$ cat src/rtl/xbs_pkg.sv
package xbs_pkg;
  // Synchronized bus strobes, active high after inversion of the pins.
  typedef struct packed {
    logic cs;
    logic we;
    logic oe;
  } xbs_strobe_t;
endpackage

$ cat src/rtl/xbs_sync.sv
module xbs_sync #(
  parameter int WIDTH = 1,
  parameter int STAGES = 2
) (
  input  logic             clk,
  input  logic             rst,
  input  logic [WIDTH-1:0] d,
  output logic [WIDTH-1:0] q
);
  logic [WIDTH-1:0] stage [STAGES];

  genvar i;
  generate
    for (i = 0; i < STAGES; i++) begin : g_stage
      if (i == 0) begin : g_first
        always_ff @(posedge clk) begin
          if (rst) stage[0] <= '0;
          else     stage[0] <= d;
        end
      end else begin : g_next
        always_ff @(posedge clk) begin
          if (rst) stage[i] <= '0;
          else     stage[i] <= stage[i-1];
        end
      end
    end
  endgenerate

  assign q = stage[STAGES-1];
endmodule

$ cat src/rtl/xbs_wr_capture.sv
module xbs_wr_capture #(
  parameter int ADDR_W = 8,
  parameter int DATA_W = 32,
  parameter int NUM_REGS = 8,
  localparam int IDX_W = $clog2(NUM_REGS)
) (
  input  logic              clk,
  input  logic              rst,
  input  logic              cs,
  input  logic              we,
  input  logic [ADDR_W-1:0] addr,
  input  logic [DATA_W-1:0] data,
  output logic              commit,
  output logic [IDX_W-1:0]  commit_idx,
  output logic [DATA_W-1:0] commit_data,
  output logic              wr_valid,
  output logic [ADDR_W-1:0] wr_addr,
  output logic [DATA_W-1:0] wr_data
);
  logic              strobe;
  logic              strobe_q;
  logic [ADDR_W-1:0] cap_addr;
  logic [DATA_W-1:0] cap_data;
  logic              in_range;

  assign strobe   = cs & we;
  assign in_range = (cap_addr[ADDR_W-1:IDX_W] == '0);
  assign commit   = strobe_q & ~strobe & in_range;
  assign commit_idx  = cap_addr[IDX_W-1:0];
  assign commit_data = cap_data;

  always_ff @(posedge clk) begin
    if (rst) begin
      strobe_q <= 1'b0;
      cap_addr <= '0;
      cap_data <= '0;
    end else begin
      strobe_q <= strobe;
      if (strobe) begin
        cap_addr <= addr;
        cap_data <= data;
      end
    end
  end

  always_ff @(posedge clk) begin
    if (rst) begin
      wr_valid <= 1'b0;
      wr_addr  <= '0;
      wr_data  <= '0;
    end else begin
      wr_valid <= commit;
      if (commit) begin
        wr_addr <= cap_addr;
        wr_data <= cap_data;
      end
    end
  end
endmodule

$ cat src/rtl/xbs_regbank.sv
module xbs_regbank #(
  parameter int ADDR_W = 8,
  parameter int DATA_W = 32,
  parameter int NUM_REGS = 8,
  localparam int IDX_W = $clog2(NUM_REGS)
) (
  input  logic              clk,
  input  logic              rst,
  input  logic              wen,
  input  logic [IDX_W-1:0]  widx,
  input  logic [DATA_W-1:0] wdata,
  input  logic              rd_act,
  input  logic [ADDR_W-1:0] raddr,
  output logic              rd_en,
  output logic [DATA_W-1:0] rd_data
);
  logic [DATA_W-1:0] mem [NUM_REGS];
  logic              rd_ok;

  assign rd_ok = (raddr[ADDR_W-1:IDX_W] == '0);

  always_ff @(posedge clk) begin
    if (wen) mem[widx] <= wdata;
  end

  always_ff @(posedge clk) begin
    if (rst) begin
      rd_en   <= 1'b0;
      rd_data <= '0;
    end else begin
      rd_en <= rd_act;
      if (rd_act && rd_ok) rd_data <= mem[raddr[IDX_W-1:0]];
      else                 rd_data <= '0;
    end
  end
endmodule

$ cat src/rtl/xbus_reg_slave.sv
module xbus_reg_slave #(
  parameter int ADDR_W = 8,
  parameter int DATA_W = 32,
  parameter int NUM_REGS = 8,
  parameter int SYNC_STAGES = 2
) (
  input  logic              clk,
  input  logic              rst,
  input  logic              bus_cs_n,
  input  logic              bus_we_n,
  input  logic              bus_oe_n,
  input  logic [ADDR_W-1:0] bus_addr,
  input  logic [DATA_W-1:0] bus_wdata,
  output logic [DATA_W-1:0] rd_data,
  output logic              rd_en,
  output logic              wr_valid,
  output logic [ADDR_W-1:0] wr_addr,
  output logic [DATA_W-1:0] wr_data
);
  import xbs_pkg::*;

  localparam int IDX_W = $clog2(NUM_REGS);
  localparam int BUS_W = ADDR_W + DATA_W;

  xbs_strobe_t       pin_strb;
  xbs_strobe_t       syn_strb;
  logic [BUS_W-1:0]  bus_dly;
  logic [ADDR_W-1:0] s_addr;
  logic [DATA_W-1:0] s_data;
  logic              commit;
  logic [IDX_W-1:0]  commit_idx;
  logic [DATA_W-1:0] commit_data;

  assign pin_strb = '{cs: ~bus_cs_n, we: ~bus_we_n, oe: ~bus_oe_n};

  xbs_sync #(.WIDTH($bits(xbs_strobe_t)), .STAGES(SYNC_STAGES)) u_strb_sync (
    .clk(clk), .rst(rst), .d(pin_strb), .q(syn_strb)
  );

  // Address and data see the same delay as the strobes so samples stay aligned.
  xbs_sync #(.WIDTH(BUS_W), .STAGES(SYNC_STAGES)) u_bus_dly (
    .clk(clk), .rst(rst), .d({bus_addr, bus_wdata}), .q(bus_dly)
  );

  assign s_addr = bus_dly[BUS_W-1:DATA_W];
  assign s_data = bus_dly[DATA_W-1:0];

  xbs_wr_capture #(.ADDR_W(ADDR_W), .DATA_W(DATA_W), .NUM_REGS(NUM_REGS)) u_wcap (
    .clk(clk), .rst(rst), .cs(syn_strb.cs), .we(syn_strb.we),
    .addr(s_addr), .data(s_data),
    .commit(commit), .commit_idx(commit_idx), .commit_data(commit_data),
    .wr_valid(wr_valid), .wr_addr(wr_addr), .wr_data(wr_data)
  );

  xbs_regbank #(.ADDR_W(ADDR_W), .DATA_W(DATA_W), .NUM_REGS(NUM_REGS)) u_bank (
    .clk(clk), .rst(rst), .wen(commit), .widx(commit_idx), .wdata(commit_data),
    .rd_act(syn_strb.cs & syn_strb.oe), .raddr(s_addr),
    .rd_en(rd_en), .rd_data(rd_data)
  );
endmodule

$ cat config.mk
export PLATFORM = sky130hd
export DESIGN_NAME = xbus_reg_slave
export DESIGN_NICKNAME = d
export VERILOG_FILES = /design/src/rtl/xbs_pkg.sv /design/src/rtl/xbs_sync.sv /design/src/rtl/xbs_wr_capture.sv /design/src/rtl/xbs_regbank.sv /design/src/rtl/xbus_reg_slave.sv
export SDC_FILE = /design/constraint.sdc
export NUM_CORES = 1
export LEC_CHECK = 0
export BUFFER_PORTS_ARGS = -buffer_cell sky130_fd_sc_hd__clkbuf_2
export CORE_MARGIN = 3
export CORE_UTILIZATION = 43
export CTS_BUF_LIST = sky130_fd_sc_hd__clkbuf_4
export CTS_CLUSTER_DIAMETER = 40
export DETAILED_ROUTE_END_ITERATION = 10
export PLACE_DENSITY = 0.59
export SYNTH_ARGS = -nofsm -noshare
export SYNTH_HDL_FRONTEND = slang
export SYNTH_HIERARCHICAL = 1
export SYNTH_SLANG_ARGS = --single-unit
$ cat constraint.sdc
create_clock -name clk -period 5.1 [get_ports clk]
set_input_delay 0.51 -clock clk [delete_from_list [all_inputs] [get_ports clk]]
set_output_delay 0.51 -clock clk [all_outputs]
set_load 0.01 [all_outputs]
# Word-level counts from Yosys, hierarchy flattened
# Memories as Yosys holds them, arrays and structs flattened. A register that Yosys moved wholly into a read port is not among the register bits.
# Index checks and enable logic that the tools add are counted.
# word_totals
in_bits	45
out_inout_bits	74
ramBits	342
reg_bits	83
memories	3
# memory_table
name	depth	word_bits	rd	rd_clocked_by_memory_dff	write_ports	line_no	text
u_bank.mem	8	32	1	1	1	xbs_regbank.sv:17	logic [DATA_W-1:0] mem [NUM_REGS];
u_bus_dly.stage	2	40	2	0	2	xbs_sync.sv:10	logic [WIDTH-1:0] stage [STAGES];
u_strb_sync.stage	2	3	2	0	2	xbs_sync.sv:10	
# classes
n_bitwise	13
muxes	9
n_reduce_logical	4
# op_table
operator	n
$mux 40	2
$logic_not 5->1	2
$mux 3	2
$mux 1	5
$not 1->1	5
$and 1x1->1	4
$or 1x1->1	4
$reduce_or 2->1	1
$logic_and 1x1->1	1

# Longest topological paths before layout
# Gate-level depths: netlist (run 1).
# depth
word_depth	6
ltp_mapped	7
ltp_nobuf	4

# By module
# Netlist (run 1), hierarchy kept.
# by_module_without_submodules
module	area_each_um2	seq_area_each_um2	cells_per_inst	instances
xbs_regbank	10953.0	8348.0	529	1
xbs_wr_capture	3219.3	1641.6	348	1
xbs_sync (u_bus_dly)	2142.1	1601.5	168	1
xbs_sync (u_strb_sync)	157.7	120.1	12	1
xbus_reg_slave	17.5	0.0	4	1

# Worst setup path before layout (run 1)
# OpenSTA, ideal clock, no wires.
# synth_path
kind	flip-flop to flip-flop
start	reg u_wcap.cap_addr[3]
end	mem u_bank.mem[0][0], enable pin
stages_incl_launch_ff	7
synth_period_minus_slack_ns	4.131
required_time_ns	4.639
t_arrival_ns	3.670
setup_slack_ns	0.969
path_buffers	2
cell_sequence	dfxtp_1 or4_4 nor4b_4 buf_6 buf_12 nand2b_1 nor3_1
# synth_between
elab_chain_len	4
# synth_lines
element	line_no	text
start: declaration	xbs_wr_capture.sv:22	logic [ADDR_W-1:0] cap_addr;
start signal: assignment	xbs_wr_capture.sv:40	cap_addr <= addr;
$logic_not 5->1	xbs_wr_capture.sv:27	assign in_range = (cap_addr[ADDR_W-1:IDX_W] == '0);
$and 1x1->1	xbs_wr_capture.sv:28	assign commit = strobe_q & ~strobe & in_range;
named net commit	xbus_reg_slave.sv:30	logic commit;
$mux 1	xbs_regbank.sv:23	if (wen) mem[widx] <= wdata;
$mux 1 (not written as such)	xbs_regbank.sv:23	
end: declaration	xbs_regbank.sv:17	
# The timed path passes the listed nets, and every way through them passes these cells.

# Worst setup path in the final report (run 1)
# layout_path
start	reg u_wcap.cap_addr[3]
end	mem u_bank.mem[7][10], enable pin
# Same word-level chain as after synthesis.

==> results.md, run 1 <==
* Seq/Total Area, Yosys at 71.02%
* Slowest stage cell, crit path: nor2_2
* Total negative slack at 0 ns
* First-pass GRT wire length at 52050 um
* Yosys top cell by area: edfxtp_1
* Synth Warn # at 6
* Slew Limit Headroom at 31.51%
* Via count at 8941
* Vias/cell at 4.726
* Final HPWL DP at 19410 um
* DRC Markers at 0
* Synthesized flop and latch total at 457
* Core ar. at 0.03776 mm^2
* Initial antenna violation count at 1
* Count of cell types in the netlist at 32
* Number of global-route vias before repair at 9348
* Routed wire length per instance at 17.18 um
* Critical path fanouts, max at 17
* Tot Pwr at 0.007143 W
* Largest cells by area after synthesis: edfxtp_1 (47%), dfxtp_1 (24%), mux4_2 (4.4%)
* Critical setup path kind: reg2reg
* Drt pass-1 iters at 5
* Io pins at 119
* Final Cell Area at 0.01939 mm^2
* Total track usage at 16.19%
* Leak at 6.856 nW
* Worst slew pin tran at 1.027 ns
* Power Dens Cells at 368.4 mW/mm^2
* Setup repair bufs after CTS at 0
* Required time of the critical path at 5.51 ns
* GP Congestion at 0.7219
* Synth top area share at 46.62%
* Dpl cell area at 0.01747 mm^2
* Endpoints failing setup at 0
* Post-DRT Antenna Nets at 0
* Starting DRT DRC Count at 646
* Mapped cell area at 0.01649 mm^2
* Period Utilization, post-route at 56.88%
* Area growth from synthesis to layout at 17.59%
* CP Launch Type: register
* Fmax at 344.7 MHz
* Max-Cap Viols at 0
* CTS H-tree depth at 3
* Result of the run: complete, no violations
* Final Slew Violations at 0
* Resized cells post-CTS at 0
* Sink Count at 457
* Die width at 201.8 um
* Root Driver: clkbuf_4
* Layout cells sized above 1 at 33.99%
* Layout Nets at 1332
* Crit path largest cell delay at 0.75 ns
* Final Critical Period at 2.901 ns
* RSZ-0062 raised after global routing: false
* Initial core utilization at 43.68%
* Cells along the critical path: or4_4, nor4b_4, nand2_1, nor2_2, buf_4
* Reg clk slew, reported paths at 0.06 ns
* CTS tree: yes
* Final hold violation count at 0
* Worst Hold Class: in2reg
* Peak supply drop at 0.2089 mV
* Cells after synthesis at 1061
* Cell family with most CP delay: simple AND/OR/NAND/NOR gates
* Port bufs at 118
* Height of the die at 201.8 um
* Maximum buffer depth of the clock tree at 3
* Syn nets at 1106
* Syn Area/Cell at 15.54 um^2
* Congestion Overflow GR at 0
* Buf/Inv on CP at 1
* CP endpoint kind: register
* Row Count at 71
* Clk Latency, worst-skew pair at 0.77 ns
* Largest net degree at the start of global routing at 110
* Worst Clk Skew at 0.05708 ns
* CP arrival at 3.31 ns
* Drt total wl at 32500 um
* CTS buffer count at 112
* Area of the die at 0.04073 mm^2
==> cell usage after synthesis, drive strengths merged <==
cell	number
edfxtp	256
dfxtp	201
nor2b	89
nand2	84
nand2b	74
mux2	63
a21oi	40
buf	39
nor2	39
mux2i	35
nor3	34
mux4	32
o22ai	31
clkbuf	27
nor3b	6
inv	4
a2111oi	2
and2	2
nand3	1
nor4b	1
or4	1
==> timing repair <==
item	4_1_cts	5_1_grt
hold buffers	43	0
hold endpoints to repair	43	0
setup endpoints to repair	0	0
==> routing by layer <==
layer	routed length (um)	vias to the layer above	part of all wire [%]	global-route usage (%)
met1	15720	4325	48	23.64
met5	0	-	0	0
met3	1908	47	5.9	4.397
met2	14390	243	44	23.80
li1	-	4326	-	-
met4	477	0	1.5	4.984
==> sequential cells by signal, summed over array words and instances, names as in the netlist <==
register and flops:
u_bank/rd_en 1, u_wcap/wr_addr 8, u_wcap/wr_data 32, u_bank/rd_data 32
u_wcap/strobe_q 1, u_bus_dly/stage 80, u_wcap/commit_data 32, u_wcap/wr_valid 1
u_strb_sync/stage 6, u_wcap/cap_addr 8, u_bank/mem 256
==> cells by family after synthesis <==
logic type	Yosys count	share of synthesized area, %
multiplexers	130	11.48
flip-flops	457	71.02
buffers and inverters	70	2.815
AO/OA/AOI/OAI	73	2.845
AND/OR/NAND/NOR	331	11.84
==> layout by cell type (no fill, tap or decap), types with 2 or more instances in the layout <==
cell type	netlist	final
mux2_4	30	30
nor2_2	27	33
nor2b_1	89	89
mux4_2	32	32
buf_12	6	2
dlygate4sd3_1	0	43
buf_4	3	15
nand2b_1	74	73
inv_2	0	4
clkbuf_2	0	117
bufinv_16	0	4
mux2_2	23	23
and2_1	2	2
inv_1	4	4
edfxtp_1	256	256
mux2i_1	35	35
nor3b_1	6	6
nor3_2	27	29
clkinv_1	0	35
nand2_1	84	84
o22ai_2	8	8
nor3_1	7	5
clkbuf_4	0	161
clkinv_2	0	3
a21oi_1	40	40
mux2_1	10	10
dfxtp_1	201	199
o22ai_1	23	23
nor2_1	12	6
==> through the flow <==
stage                     hold WS [ns]  setup slack, ns  instances  utilization [%]
after global placement          0.4201            2.231       1641            46.26
final                           0.2101            2.199       1892            51.36
after floorplan                 0.4138           0.9686       1061                -
after CTS                       0.1751            2.135       1891            51.35
after detailed placement        0.4212            2.168       1641            46.26
after global routing            0.2048            2.020       1892            51.36
==> path summary, 6_finish.rpt <==
check                                   start                            endpoint  slack [ns]  cells past startpoint
min reg2reg  u_bus_dly/stage[1][8]$_SDFF_PP0_  u_wcap/commit_data[8]$_SDFFE_PP0P_        0.39                      2
min                                       rst    u_bus_dly/stage[0][1]$_SDFF_PP0_        0.21                      2
max reg2reg   u_wcap/cap_addr[3]$_SDFFE_PP0P_         u_bank/mem[7][10]$_DFFE_PP_        2.20                      5
max           u_wcap/cap_addr[3]$_SDFFE_PP0P_         u_bank/mem[7][10]$_DFFE_PP_        2.20                      5
==> report_power, final <==
group          switching [W]  internal [W]
sequential         0.0000184       0.00388
clock                0.00140       0.00166
combinational      0.0000853      0.000105
total                0.00150       0.00564
==> area by class of cell <==
| cell class | count | area (um^2) |
|---|---|---|
| multi-input cells | 534 | 4347 |
| fillers | 3221 | 18370 |
| repair buffers | 178 | 1180 |
| diodes | 1 | 2.502 |
| clock buffers | 161 | 1209 |
| inverters | 4 | 15.01 |
| flip-flops and latches | 457 | 11720 |
| clock inverters | 46 | 281.5 |
| well taps | 511 | 639.4 |
Note: power is estimated with default switching activity, not from simulation.
==> run 2, diff against run 1 <==
--- a/config.mk
+++ b/config.mk
@@ -11,7 +11,7 @@
 export CTS_BUF_LIST = sky130_fd_sc_hd__clkbuf_4
 export CTS_CLUSTER_DIAMETER = 40
 export DETAILED_ROUTE_END_ITERATION = 10
-export PLACE_DENSITY = 0.59
+export PLACE_DENSITY = 0.61
 export SYNTH_ARGS = -nofsm -noshare
 export SYNTH_HDL_FRONTEND = slang
 export SYNTH_HIERARCHICAL = 1
==> constraint.sdc (replaced) <==
create_clock -name clk -period 2.5 [get_ports clk]
set_input_delay 0.25 -clock clk [delete_from_list [all_inputs] [get_ports clk]]
set_output_delay 0.25 -clock clk [all_outputs]
set_load 0.01 [all_outputs]
==> run 2 against run 1 <==
Highest routed layer unchanged. Largest power group unchanged. Largest cell class unchanged. Setup slack got worse by 1.9 ns. Non-clock buffer count is 10 higher. Sequential power grew 100%. Routed wire length shrank 1.1%. Fmax up 31%.
==> results.md, run 2 (synthesis gave the netlist of run 1 again) <==
* Critical setup path kind: reg2reg
* Required time of the critical path at 3.14 ns (-2.37 ns)
* Initial core utilization at 43.68% (unchanged)
* Largest net degree at the start of global routing at 204 (+85%)
* Slack of the critical path at 0.2939 ns (-1.905 ns)
* Crit path largest cell delay at 0.65 ns (-0.10 ns)
* Core ar. at 0.03776 mm^2 (unchanged)
* R2R setup slack at 0.29 ns (-1.91 ns)
* R2R Path Start: u_wcap/cap_addr[3]$_SDFFE_PP0P_
* Io pins at 119 (unchanged)
* Die width at 201.8 um (unchanged)
* Area of the die at 0.04073 mm^2 (unchanged)
* Area growth from synthesis to layout at 18.77%
* Routed wire length per instance at 16.93 um (-1.4%)
* Slew Limit Headroom at 51.91% (+20 points)
* Peak supply drop at 0.3951 mV (+89%)
* Result of the run: complete, no violations
* CTS H-tree depth at 3 (unchanged)
* Final hold violation count at 0 (unchanged)
* CTS buffer count at 112 (unchanged)
* GP Congestion at 0.7488 (+3.7%)
* Buf/Inv on CP at 1 (unchanged)
* Crit path depth at 4 (-1)
* Fmax at 453.3 MHz (+31%)
* First-pass GRT wire length at 50790 um (-2.4%)
* CP Capture Point: u_wcap/wr_data[23]$_SDFFE_PP0P_
* Total track usage at 15.94% (-0.26 points)
* Worst setup path startpoint: u_wcap/cap_addr[3]$_SDFFE_PP0P_
* Critical path fanouts, max at 41 (+24)
* CTS Hold Bufs at 44 (+2.3%)
* Post-DRT Antenna Nets at 0 (unchanged)
* Power Dens Cells at 738.8 mW/mm^2 (+100%)
* Period Utilization, post-route at 88.24% (+31 points)
* Maximum buffer depth of the clock tree at 3 (unchanged)
* RSZ-0062 raised after global routing: false
* Max-Cap Viols at 0 (unchanged)
* Largest register by flop count: u_bank/mem
* Worst Hold Class: in2reg
* Layout cells sized above 1 at 35.57% (+1.6 points)
* DRC Markers at 0 (unchanged)
* Most common cell after layout, fill and taps aside: edfxtp_1
* CP arrival at 2.84 ns (-0.47 ns)
* Slowest stage cell, crit path: buf_4
* Drt pass-1 iters at 5 (unchanged)
* Cell family with most CP delay: simple AND/OR/NAND/NOR gates
* CP Launch Type: register
* Cells on worst reg2reg path at 4 (-1)
* Final Cell Area at 0.01959 mm^2 (+1.0%)
* Height of the die at 201.8 um (unchanged)
* Congestion Overflow GR at 0 (unchanged)
* Dpl cell area at 0.01768 mm^2 (+1.2%)
* Clk Latency, worst-skew pair at 0.73 ns (-0.04 ns)
* Final Critical Period at 2.206 ns (-0.6948 ns)
* Cells along the critical path: or4_4, nor4b_4, buf_4, mux2i_1
* Max reg flops at 256 (unchanged)
* Initial antenna violation count at 1 (unchanged)
* Commonest non-fill, non-tap cells in the layout: edfxtp_1 (256), dfxtp_1 (199), clkbuf_4 (178)
* Leak at 6.938 nW (+1.2%)
* CTS tree: yes
* Endpoints failing setup at 0 (unchanged)
* Starting DRT DRC Count at 614 (-5.0%)
* Placed Cells at 1650 (+0.55%)
* Final Non-Filler Cells at 1898 (+0.32%)
* Final Slew Violations at 0 (unchanged)
* Root Driver: clkbuf_4
* Vias/cell at 4.730 (about the same)
* Dpl ws at 0.3110 ns (-1.857 ns)
* CP endpoint kind: register
* Largest registers: u_bank/mem (256), u_bus_dly/stage (80)
* Layout Nets at 1342 (+0.75%)
* Via count at 8978 (+0.41%)
* Setup repair bufs after CTS at 0 (unchanged)
* RR Endpoint: u_wcap/wr_data[23]$_SDFFE_PP0P_
* Worst slew pin tran at 0.7213 ns (-0.3060 ns)
* Final HPWL DP at 19130 um (-1.5%)
* Sink Count at 457 (unchanged)
* Number of global-route vias before repair at 9207 (-1.5%)
* Reg clk slew, reported paths at 0.07 ns (about the same)
* Resized cells post-CTS at 0 (unchanged)
* # fillers at 3225 (+0.12%)
* Worst Clk Skew at 0.03328 ns (-0.02379 ns)
* Drt total wl at 32140 um (-1.1%)
* Port bufs at 118 (unchanged)
* Row Count at 71 (unchanged)
## run 2: cell types whose count changed in the layout (fill, tap and decap cells not counted), moves of 2 or more
cell	before	now
buf_12	2	12
bufinv_16	4	1
clkbuf_4	161	178
clkinv_1	35	17
clkinv_2	3	5
inv_2	4	2
nor3_2	29	27
nor3_4	0	2
## run 2: worst register-to-register path, delay by kind of cell (launching register included)
kind / cells / cell delay, ns
buffers and inverters: 1 / 0.65
flip-flops: 1 / 0.31
multiplexers: 1 / 0.31
AND/OR/NAND/NOR: 2 / 0.84
## run 2: worst min-delay path by stage
stage	from	slack, ns	end	depth (start not counted)
2_1_floorplan	rst	0.32	u_strb_sync/stage[0][0]$_SDFF_PP0_	1
3_3_place_gp	u_bus_dly/stage[1][11]$_SDFF_PP0_	0.42	u_wcap/commit_data[11]$_SDFFE_PP0P_	2
3_5_place_dp	u_strb_sync/stage[0][2]$_SDFF_PP0_	0.42	u_strb_sync/stage[1][2]$_SDFF_PP0_	1
4_1_cts	bus_wdata[1]	0.17	u_bus_dly/stage[0][1]$_SDFF_PP0_	3
5_1_grt	bus_addr[6]	0.22	u_bus_dly/stage[0][38]$_SDFF_PP0_	3
6_report	bus_addr[4]	0.27	u_bus_dly/stage[0][36]$_SDFF_PP0_	3
## run 2: metal layers
layer / global-route usage [%] / routed length (um) / up-vias
li1: - / - / 4344
met2: 23.94 / 14510 / 256
met4: 5.831 / 500 / 0
met5: 0 / 0 / -
met1: 22.63 / 15130 / 4343
met3: 3.978 / 2002 / 35
## run 2: report_power, final
group	total [W]	internal (W)	switching, W
Sequential	0.00795	0.00792	0.0000265
Clock	0.00611	0.00331	0.00279
Combinational	0.000414	0.000225	0.000190
Total	0.0145	0.0115	0.00301
## run 2: final cells by class
cell class,instances,area [um^2],area share (%)
timing repair buffer,188,1383,7.059
multi-input combinational,534,4367,22.30
sequential,457,11720,59.82
antenna,1,2.502,0.01278
clock inverter,25,126.4,0.6452
inverter,4,15.01,0.07666
clock buffer,178,1336,6.823
tap,511,639.4,3.265
## run 2: metrics by stage
stage / util (%) / power (W) / hold slack (ns) / setup TNS [ns]
6_report: 51.87 / 0.01447 / 0.2707 / 0
3_5_place_dp: 46.83 / 0.008478 / 0.4226 / 0
5_1_grt: 51.87 / 0.01515 / 0.2167 / 0
4_1_cts: 51.87 / 0.01472 / 0.1654 / 0
2_1_floorplan: - / 0.008382 / 0.3216 / -54.78
3_3_place_gp: 46.83 / 0.008475 / 0.4214 / 0
